<file path="src/rtl/dcb_pkg.sv">
// Package: shared defaults and channel naming for the DC-blocking filter.
// Assumes two channels (left, right) interleaved on parallel buses.
package dcb_pkg;
    localparam int DCB_DATA_W   = 24;  // sample width
    localparam int DCB_FRAC_W   = 16;  // extra fractional bits in the feedback
    localparam int DCB_SHIFT    = 12;  // pole a = 1 - 2^-DCB_SHIFT
    localparam int DCB_GUARD_W  = 2;   // integer headroom in the feedback
    localparam int DCB_NUM_CH   = 2;

    typedef enum logic {
        CH_LEFT  = 1'b0,
        CH_RIGHT = 1'b1
    } dcb_chan_e;
endpackage

</file>
<file path="src/rtl/dcb_sat.sv">
// Module: dcb_sat
// Clamps a signed value of IN_W bits into the signed range of OUT_W bits.
// Assumes IN_W > OUT_W. Purely combinational.
module dcb_sat #(
    parameter int IN_W  = 26,
    parameter int OUT_W = 24
) (
    input  logic signed [IN_W-1:0]  din,
    output logic signed [OUT_W-1:0] dout
);
    localparam int EXT_W = IN_W - OUT_W + 1;
    localparam logic signed [IN_W-1:0] TOP_V = {{EXT_W{1'b0}}, {(OUT_W-1){1'b1}}};
    localparam logic signed [IN_W-1:0] BOT_V = {{EXT_W{1'b1}}, {(OUT_W-1){1'b0}}};

    // Select the clamped bound or the value itself.
    always_comb begin
        if (din > TOP_V)
            dout = {1'b0, {(OUT_W-1){1'b1}}};
        else if (din < BOT_V)
            dout = {1'b1, {(OUT_W-1){1'b0}}};
        else
            dout = din[OUT_W-1:0];
    end
endmodule

</file>
<file path="src/rtl/dcb_channel.sv">
// Module: dcb_channel
// One channel of the first-order DC-blocking recursion
//   S' = (x - p)*2^FRAC_W + S - (S >>> POLE_SHIFT),  y = sat(S' >>> FRAC_W)
// The feedback S carries FRAC_W fractional bits and GUARD_W headroom bits,
// so it never reaches its clamp for any 24-bit input sequence.
// Assumes enable is sampled with the valid strobe; bypass zeroes the
// feedback while the previous-input register keeps following the stream.
module dcb_channel #(
    parameter int DATA_W     = 24,
    parameter int FRAC_W     = 16,
    parameter int POLE_SHIFT = 12,
    parameter int GUARD_W    = 2
) (
    input  logic                     clk,
    input  logic                     rst_n,
    input  logic                     smp_vld,
    input  logic                     filt_en,
    input  logic signed [DATA_W-1:0] smp_in,
    output logic signed [DATA_W-1:0] smp_out
);
    localparam int ACC_W = DATA_W + FRAC_W + GUARD_W;
    localparam int SUM_W = ACC_W + 2;
    localparam int INT_W = ACC_W - FRAC_W;

    logic signed [ACC_W-1:0]  acc_q;
    logic signed [ACC_W-1:0]  acc_nxt;
    logic signed [DATA_W-1:0] prev_q;
    logic signed [SUM_W-1:0]  x_ext, p_ext, a_ext, diff_sc, leak, sum_w;
    logic signed [INT_W-1:0]  y_wide;
    logic signed [DATA_W-1:0] y_sat;

    // Sign-extend operands and form the next feedback value.
    always_comb begin
        x_ext   = {{(SUM_W-DATA_W){smp_in[DATA_W-1]}}, smp_in};
        p_ext   = {{(SUM_W-DATA_W){prev_q[DATA_W-1]}}, prev_q};
        a_ext   = {{(SUM_W-ACC_W){acc_q[ACC_W-1]}}, acc_q};
        diff_sc = (x_ext - p_ext) <<< FRAC_W;
        leak    = a_ext >>> POLE_SHIFT;
        sum_w   = diff_sc + a_ext - leak;
    end

    // Keep the feedback within its storage width.
    dcb_sat #(.IN_W(SUM_W), .OUT_W(ACC_W)) u_acc_clamp (
        .din  (sum_w),
        .dout (acc_nxt)
    );

    // Drop the fractional bits (floor) of the new feedback.
    assign y_wide = acc_nxt[ACC_W-1:FRAC_W];

    // Limit the result to the sample range.
    dcb_sat #(.IN_W(INT_W), .OUT_W(DATA_W)) u_out_clamp (
        .din  (y_wide),
        .dout (y_sat)
    );

    // State and output registers: update on valid, clear feedback in bypass.
    always_ff @(posedge clk) begin
        if (!rst_n) begin
            acc_q   <= '0;
            prev_q  <= '0;
            smp_out <= '0;
        end else begin
            if (!filt_en)
                acc_q <= '0;
            if (smp_vld) begin
                prev_q <= smp_in;
                if (filt_en) begin
                    acc_q   <= acc_nxt;
                    smp_out <= y_sat;
                end else begin
                    smp_out <= smp_in;
                end
            end
        end
    end
endmodule

</file>
<file path="src/rtl/dc_block_hpf.sv">
// Module: dc_block_hpf
// Stereo DC-blocking high-pass filter with bypass. One output pair per
// input pair, one clock of latency. Assumes in_valid is a single-cycle
// strobe per sample pair and filt_enable is meaningful on valid cycles.
module dc_block_hpf
    import dcb_pkg::*;
#(
    parameter int DATA_W     = DCB_DATA_W,
    parameter int FRAC_W     = DCB_FRAC_W,
    parameter int POLE_SHIFT = DCB_SHIFT,
    parameter int GUARD_W    = DCB_GUARD_W
) (
    input  logic                     clk,
    input  logic                     rst_n,
    input  logic                     in_valid,
    input  logic                     filt_enable,
    input  logic signed [DATA_W-1:0] in_left,
    input  logic signed [DATA_W-1:0] in_right,
    output logic                     out_valid,
    output logic signed [DATA_W-1:0] out_left,
    output logic signed [DATA_W-1:0] out_right
);
    localparam int NCH = DCB_NUM_CH;

    logic signed [DATA_W-1:0] ch_in  [NCH];
    logic signed [DATA_W-1:0] ch_out [NCH];

    assign ch_in[CH_LEFT]  = in_left;
    assign ch_in[CH_RIGHT] = in_right;
    assign out_left        = ch_out[CH_LEFT];
    assign out_right       = ch_out[CH_RIGHT];

    // One independent filter instance per channel.
    for (genvar c = 0; c < NCH; c++) begin : g_ch
        dcb_channel #(
            .DATA_W     (DATA_W),
            .FRAC_W     (FRAC_W),
            .POLE_SHIFT (POLE_SHIFT),
            .GUARD_W    (GUARD_W)
        ) u_ch (
            .clk     (clk),
            .rst_n   (rst_n),
            .smp_vld (in_valid),
            .filt_en (filt_enable),
            .smp_in  (ch_in[c]),
            .smp_out (ch_out[c])
        );
    end

    // Output strobe follows the input strobe by one clock.
    always_ff @(posedge clk) begin
        if (!rst_n)
            out_valid <= 1'b0;
        else
            out_valid <= in_valid;
    end
endmodule

</file>
<file path="config.mk">
export PLATFORM = sky130hd
export DESIGN_NAME = dc_block_hpf
export DESIGN_NICKNAME = d
export VERILOG_FILES = /design/src/rtl/dcb_pkg.sv /design/src/rtl/dcb_sat.sv /design/src/rtl/dcb_channel.sv /design/src/rtl/dc_block_hpf.sv
export SDC_FILE = /design/constraint.sdc
export NUM_CORES = 1
export LEC_CHECK = 0
export ABC_CLOCK_PERIOD_IN_PS = 21400
export BUFFER_PORTS_ARGS = -buffer_cell sky130_fd_sc_hd__buf_2
export CAP_MARGIN = 20
export CORE_MARGIN = 4
export CORE_UTILIZATION = 60
export CTS_CLUSTER_SIZE = 40
export DETAILED_ROUTE_END_ITERATION = 12
export GPL_TIMING_DRIVEN = 0
export PLACE_DENSITY = 0.79
export SYNTH_ARGS = -nofsm -noshare
export SYNTH_HDL_FRONTEND = slang
export SYNTH_SLANG_ARGS = --single-unit
</file>
<file path="constraint.sdc">
create_clock -name clk -period 21.4 [get_ports clk]
set_input_delay 3.21 -clock clk [delete_from_list [all_inputs] [get_ports clk]]
set_output_delay 3.21 -clock clk [all_outputs]
set_load 0.01 [all_outputs]
</file>
# Yosys cells after proc, flatten, opt, wreduce, memory -nomap -nowiden
# Index checks and enable logic that the tools add are counted.
[word_totals]
reg_bits = 181
latchBits = 0
ram_bits = 0
mem_bits_ro = 0
in_bits = 52
output_inout_bits = 49
wordCells = 37
mem_count = 0
[op_classes]
add_sub_neg = 6
mul = 0
div = 0
magnitude_cmp = 8
eq_ne = 0
shifts = 0
muxes = 16
n_bitwise = 0
reduce_logical = 0
[op_table]
columns = ["cell", "count"]
rows = [
  ["$mux W42", 10],
  ["$mux W24", 6],
  ["$gt A44 B42 Y1 const B", 2],
  ["$lt A44 B42 Y1 const B", 2],
  ["$sub A44 B30 Y44", 2],
  ["$add A41 B42 Y43", 2],
  ["$gt A26 B24 Y1 const B", 2],
  ["$lt A26 B24 Y1 const B", 2],
  ["$sub A24 B24 Y25", 2],
]

# Longest topological paths before layout
[logic_depth]
depth_word = 10
ltp_mapped = 39
ltp_nobuf = 36

# By module
# A second synthesis with hierarchy kept.
[hier_totals]
hier_cells = 2221
hier_area_um2 = 18222.5
[by_module_without_submodules]
columns = ["module", "instances", "cells_per_inst", "area_each_um2", "seq_area_each_um2"]
rows = [
  ["dcb_channel (g_ch[0].u_ch)", 1, 876, 7716.2, 1801.7],
  ["dcb_channel (g_ch[1].u_ch)", 1, 883, 7612.3, 1801.7],
  ["dcb_sat (g_ch[0].u_ch.u_acc_clamp ...)", 2, 147, 899.6, 0.0],
  ["dcb_sat (g_ch[0].u_ch.u_out_clamp ...)", 2, 83, 534.3, 0.0],
  ["dc_block_hpf", 1, 2, 26.3, 20.0],
]

# Least setup slack after synthesis
# Ideal clock, no wire load.
[synth_path]
path_kind = "input-to-reg"
start = "in in_left[0]"
end = "reg g_ch[0].u_ch.acc_q[10]"
setup_ps = 64
arrival_time_ps = 9180
t_required_ps = 21336
path_slack_ps = 12156
path_stages = 36
path_buffers = 3
path_cell_list = "inv_1 -> ha_1 -> fa_1 -> nor2b_1 -> o21ai_0 -> a21boi_0 -> o21ai_0 -> a21oi_1 -> nand2b_1 -> a21oi_1 -> xnor2_1 -> ha_1 -> nand3_1 -> or3_1 -> a22o_1 -> or2_2 -> a31oi_1 -> o21a_1 -> o21ai_0 -> nand2b_1 -> xor2_1 -> ha_1 -> clkbuf_1 -> nand4_1 -> nor2_1 -> and3_1 -> a221oi_1 -> o21ai_0 -> a31oi_1 -> xnor2_1 -> o221a_2 -> nand2b_1 -> buf_2 -> buf_1 -> a21oi_1 -> nor2_1"
[synth_via]
elab_chain_len = 8
word_cells_on_any_way = 9
classes_between = "3 x add/sub; 2 x order compare; 4 x mux"
[synth_rtl]
columns = ["item", "line_no", "text"]
rows = [
  ["start, declared", "dc_block_hpf.sv:17", "input logic signed [DATA_W-1:0] in_left,"],
  ["$sub A24 B24 Y25 *", "dcb_channel.sv:37", "diff_sc = (x_ext - p_ext) <<< FRAC_W;"],
  ["$add A41 B42 Y43 *", "dcb_channel.sv:39", "sum_w = diff_sc + a_ext - leak;"],
  ["$sub A44 B30 Y44 *", "dcb_channel.sv:39", ""],
  ["$lt A44 B42 Y1", "dcb_sat.sv:19", "else if (din < BOT_V)"],
  ["$mux W42", "dcb_sat.sv:19", ""],
  ["$mux W42 *", "dcb_sat.sv:17", "if (din > TOP_V)"],
  ["$mux W42 *", "dcb_channel.sv:68", "if (filt_en) begin"],
  ["$mux W42 *", "dcb_channel.sv:66", "if (smp_vld) begin"],
  ["end signal, assigned", "dcb_channel.sv:69", "acc_q <= acc_nxt;"],
  ["end, declared", "dcb_channel.sv:25", "logic signed [ACC_W-1:0] acc_q;"],
]
# Mark *: on every way between the ends. The rest lies on a longest branch, timed or not.
# A chain may end at the register's enable or synchronous reset.

# Final worst setup path
[layout_path]
start = "in in_right[0]"
end = "reg g_ch[1].u_ch.acc_q[28]"
[layout_via]
elab_chain_len = 8
word_cells_on_any_way = 9
classes_between = "3 x add/sub; 2 x order compare; 4 x mux"
[layout_rtl]
columns = ["item", "line_no", "text"]
rows = [
  ["start, declared", "dc_block_hpf.sv:18", "input logic signed [DATA_W-1:0] in_right,"],
  ["$sub A24 B24 Y25 *", "dcb_channel.sv:37", ""],
  ["$add A41 B42 Y43 *", "dcb_channel.sv:39", ""],
  ["$sub A44 B30 Y44 *", "dcb_channel.sv:39", ""],
  ["$lt A44 B42 Y1", "dcb_sat.sv:19", ""],
  ["$mux W42", "dcb_sat.sv:19", ""],
  ["$mux W42 *", "dcb_sat.sv:17", ""],
  ["$mux W42 *", "dcb_channel.sv:68", ""],
  ["$mux W42 *", "dcb_channel.sv:66", ""],
  ["end signal, assigned", "dcb_channel.sv:69", ""],
  ["end, declared", "dcb_channel.sv:25", ""],
]
# Marks and branches as above.

==> metrics.md <==
| Metric | Value |
|---|---|
| # Max-Cap Violations | 0 |
| Clock Sinks | 181 |
| IO buf count | 100 |
| Area Overhead vs Synth | 9.29% |
| Final hold violations | 0 |
| Syn Area/Cell | 7.56 µm² |
| Tightest Pin Transition | 1010 ps |
| Largest net degree at the start of global routing | 18 |
| Core area | 27000 µm² |
| Mapped Nets | 2428 |
| PwrDens | 182 nW/µm² |
| Worst Hold Class | flip-flop to flip-flop |
| Compound-Gate Fraction of Synth Area | 0.295 |
| CTS tree | done |
| WL/cell | 18.7 µm |
| Ys async rst share | 0 |
| Slew margin rel. | 0.325 |
| R2R cell count | 32 |
| DRC viols | 0 |
| Post-synthesis xor/xnor area fraction | 0.0834 |
| Ys flop type | dfxtp_1 |
| Starting Density | 0.610 |
| Crit. End Element | flip-flop |
| Antenna Nets Post-Route | 0 |
| FF-to-FF End | g_ch[1].u_ch.acc_q[28]$_SDFF_PN0_ |
| Post-DP HPWL | 39600 µm |
| Total gr overflow | 0 |
| Most frequent cells in the layout | 266 x a21oi_1, 188 x ha_1, 181 x dfxtp_1, 178 x inv_1, 174 x o21ai_0 |
| VDD IR max | 0.0888 mV |
| Worst R2R Start | g_ch[1].u_ch.prev_q[2]$_SDFFE_PN0P_ |
| Register area | 3620 µm² |
| Post-CTS Setup Bufs | 0 |
| Reg2reg setup slack | 13220 ps |
| Initial antenna violation count | 0 |
| Synth Area in Adders | 0.150 |
| Number of synthesized flops with an enable pin | 0 |
| Clk buf depth | 2 |
| Largest area contributor in the netlist | dfxtp_1 |
| Routed WL | 49700 µm |
| # nets final | 2547 |
| Setup Crit Path Kind | primary input to flip-flop |
| N_diodes | 0 |
| Simple logic cell fraction of the synthesized area | 0.159 |
| Mux cell area share after synthesis | 0.0316 |
| Total GRT Usage | 0.317 |
| Clock-pin slew on the worst setup and hold paths | 80 ps |
| Clock skew | 14.2 ps |
| Fin util | 0.667 |
| Hold_sp | g_ch[1].u_ch.smp_out[5]$_SDFFE_PN0P_ |
| Vert. Die Dim | 174 µm |
| Share of cells above drive strength 1 | 0.0735 |
| Leading cell type in the layout, fill and taps excluded | a21oi_1 |
| Static Leakage | 8.03 nW |
| Number of buffers created by CTS | 17 |
| First-pass DRT Iterations | 5 |
| Final worst-path cycle share | 0.503 |
| Root Driver | clkbuf_16 |
| Largest stage delay, worst path | 810 ps |
| GR peak layer | met2 |
| Met1 GRT Util | 0.465 |
| # IOs | 101 |
| CP Data Required Time | 21700 ps |
| Synth Warn # | 0 |
| Top-area cell type share of the netlist area | 0.220 |
| Largest family of logic cells by synthesized area | compound AO/OA/AOI/OAI gates |
| Number of global-route vias before repair | 15000 |
| Synth area leaders | dfxtp_1 22%, ha_1 14%, a21oi_1 8.1% |
| Synthesized flop and latch total | 181 |
| Clock Latency Late Sink | 460 ps |
| Gpl congestion | 0.968 |
| Hold_buf cts | 0 |
| Fmax | 92.9 MHz |
| CTS HTree Levels | 4 |
| RSZ-0062 raised after global routing | no |
| Hold Path Sink | g_ch[1].u_ch.smp_out[5]$_SDFFE_PN0P_ |
| Crit path launch type | primary input |
| Drt initial violations | 1382 |
| Area occupied by multi-input gates | 11900 µm² |
| Num rows | 60 |
| Arr. time, crit path | 11060 ps |
| Vias per inst | 6.17 |
| Setup-failing EPs final | 0 |
| Tmin final | 10760 ps |
| Sequential fraction of the synthesis area | 0.220 |
| Fin Setup TNS | 0 ps |
| Via count | 16400 |
| Post-synth cell types | 75 |
| Hold path depth | 2 |
| CP Max Fanout | 10 |
| Grt met2 use | 0.486 |
| Cell count after synthesis | 2182 |
| First-pass GRT wire length | 78400 µm |
| Status | complete, no violations |
| Slew Viols, Final | 0 |
| Mapped Area | 16500 µm² |
| Post_cts resized | 0 |
| Met3 Use GR | 0.0482 |
| Slowest-stage cell, CP | o311ai_0 |
| Die width | 174 µm |
| DIE AREA | 30200 µm² |
| Layout fillers | 2364 |
-- Yosys cell counts (all sizes together) (4+ instances only) --
library cell / number
a211o: 6
a211oi: 26
a21boi: 9
a21o: 73
a21oi: 266
a221o: 9
a31oi: 25
a41oi: 8
and2: 6
and3: 25
and3b: 4
and4: 4
buf: 17
clkbuf: 71
dfxtp: 181
fa: 6
ha: 188
inv: 178
mux2i: 51
nand2: 156
nand2b: 22
nand3: 30
nand3b: 6
nand4: 13
nor2: 161
nor2b: 74
nor3: 22
o211ai: 10
o21a: 55
o21ai: 194
o21bai: 34
o22ai: 17
o31ai: 7
or2: 10
or3: 7
xnor2: 111
xor2: 46
-- flip-flops by register name, summed over array words and instances, names as in the netlist --
register	count
out_valid	1
g_ch.u_ch.prev_q	48
g_ch.u_ch.acc_q	84
g_ch.u_ch.smp_out	48
-- per-stage QoR --
stage                     setup slack, ps  power (mW)  instance area, µm²  hold WS (ps)  std cells
final                               10640        3.28               18000           451       2655
after global routing                10110        3.54               18000           470       2655
after CTS                           10900        3.23               18000           453       2655
after detailed placement            10500        2.87               17400           440       2623
after global placement              10560        2.83               17400           436       2623
after floorplan                     12160        2.29               16500           469       2182
-- routing by layer --
layer  wire [µm]  up-vias
li1            -     8001
met1       23000     7717
met2       21500      607
met3        3980       67
met4        1210        0
met5           0        -
-- worst max-delay path by stage --
stage          cells past startpoint                           endpoint         from  slack, ps
4_1_cts                           34  g_ch[1].u_ch.acc_q[28]$_SDFF_PN0_  in_right[0]      10900
3_5_place_dp                      34  g_ch[1].u_ch.acc_q[28]$_SDFF_PN0_  in_right[0]      10500
6_report                          34  g_ch[1].u_ch.acc_q[28]$_SDFF_PN0_  in_right[0]      10640
5_1_grt                           33  g_ch[1].u_ch.acc_q[22]$_SDFF_PN0_  in_right[0]      10110
2_1_floorplan                     36  g_ch[0].u_ch.acc_q[10]$_SDFF_PN0_   in_left[0]      12160
3_3_place_gp                      34  g_ch[1].u_ch.acc_q[22]$_SDFF_PN0_  in_right[0]      10560
-- worst max-delay path, delay by kind of cell --
| family | cells | cell delay, ps |
|---|---|---|
| fa+ha+maj | 4 | 1160 |
| buf+inv | 3 | 740 |
| xor+xnor | 2 | 240 |
| simple gates | 11 | 1640 |
| compound gates | 14 | 4080 |
-- logic make-up after synthesis --
| kind of cell | after synthesis |
|---|---|
| xor+xnor | 157 |
| compound gates | 784 |
| buf+inv | 266 |
| fa+ha+maj | 194 |
| flops | 181 |
| simple gates | 548 |
| mux | 52 |
-- report_power, final --
group | internal (mW) | switching (mW) | leakage, nW
Combinational | 0.936 | 1.52 | 6.24
Clock | 0.179 | 0.159 | 0.293
Sequential | 0.411 | 0.0688 | 1.49
Total | 1.53 | 1.75 | 8.03
-- area by class of cell --
class / count / share of cell area
inverters: 178 / 0.0371
clock buffers: 18 / 0.0244
repair buffers: 100 / 0.0278
flip-flops and latches: 181 / 0.201
multi-input cells: 1735 / 0.657
plain buffers: 88 / 0.0196
well taps: 341 / 0.0237
clock inverters: 14 / 0.00923
No activity file was read; power rests on OpenSTA's default activity.
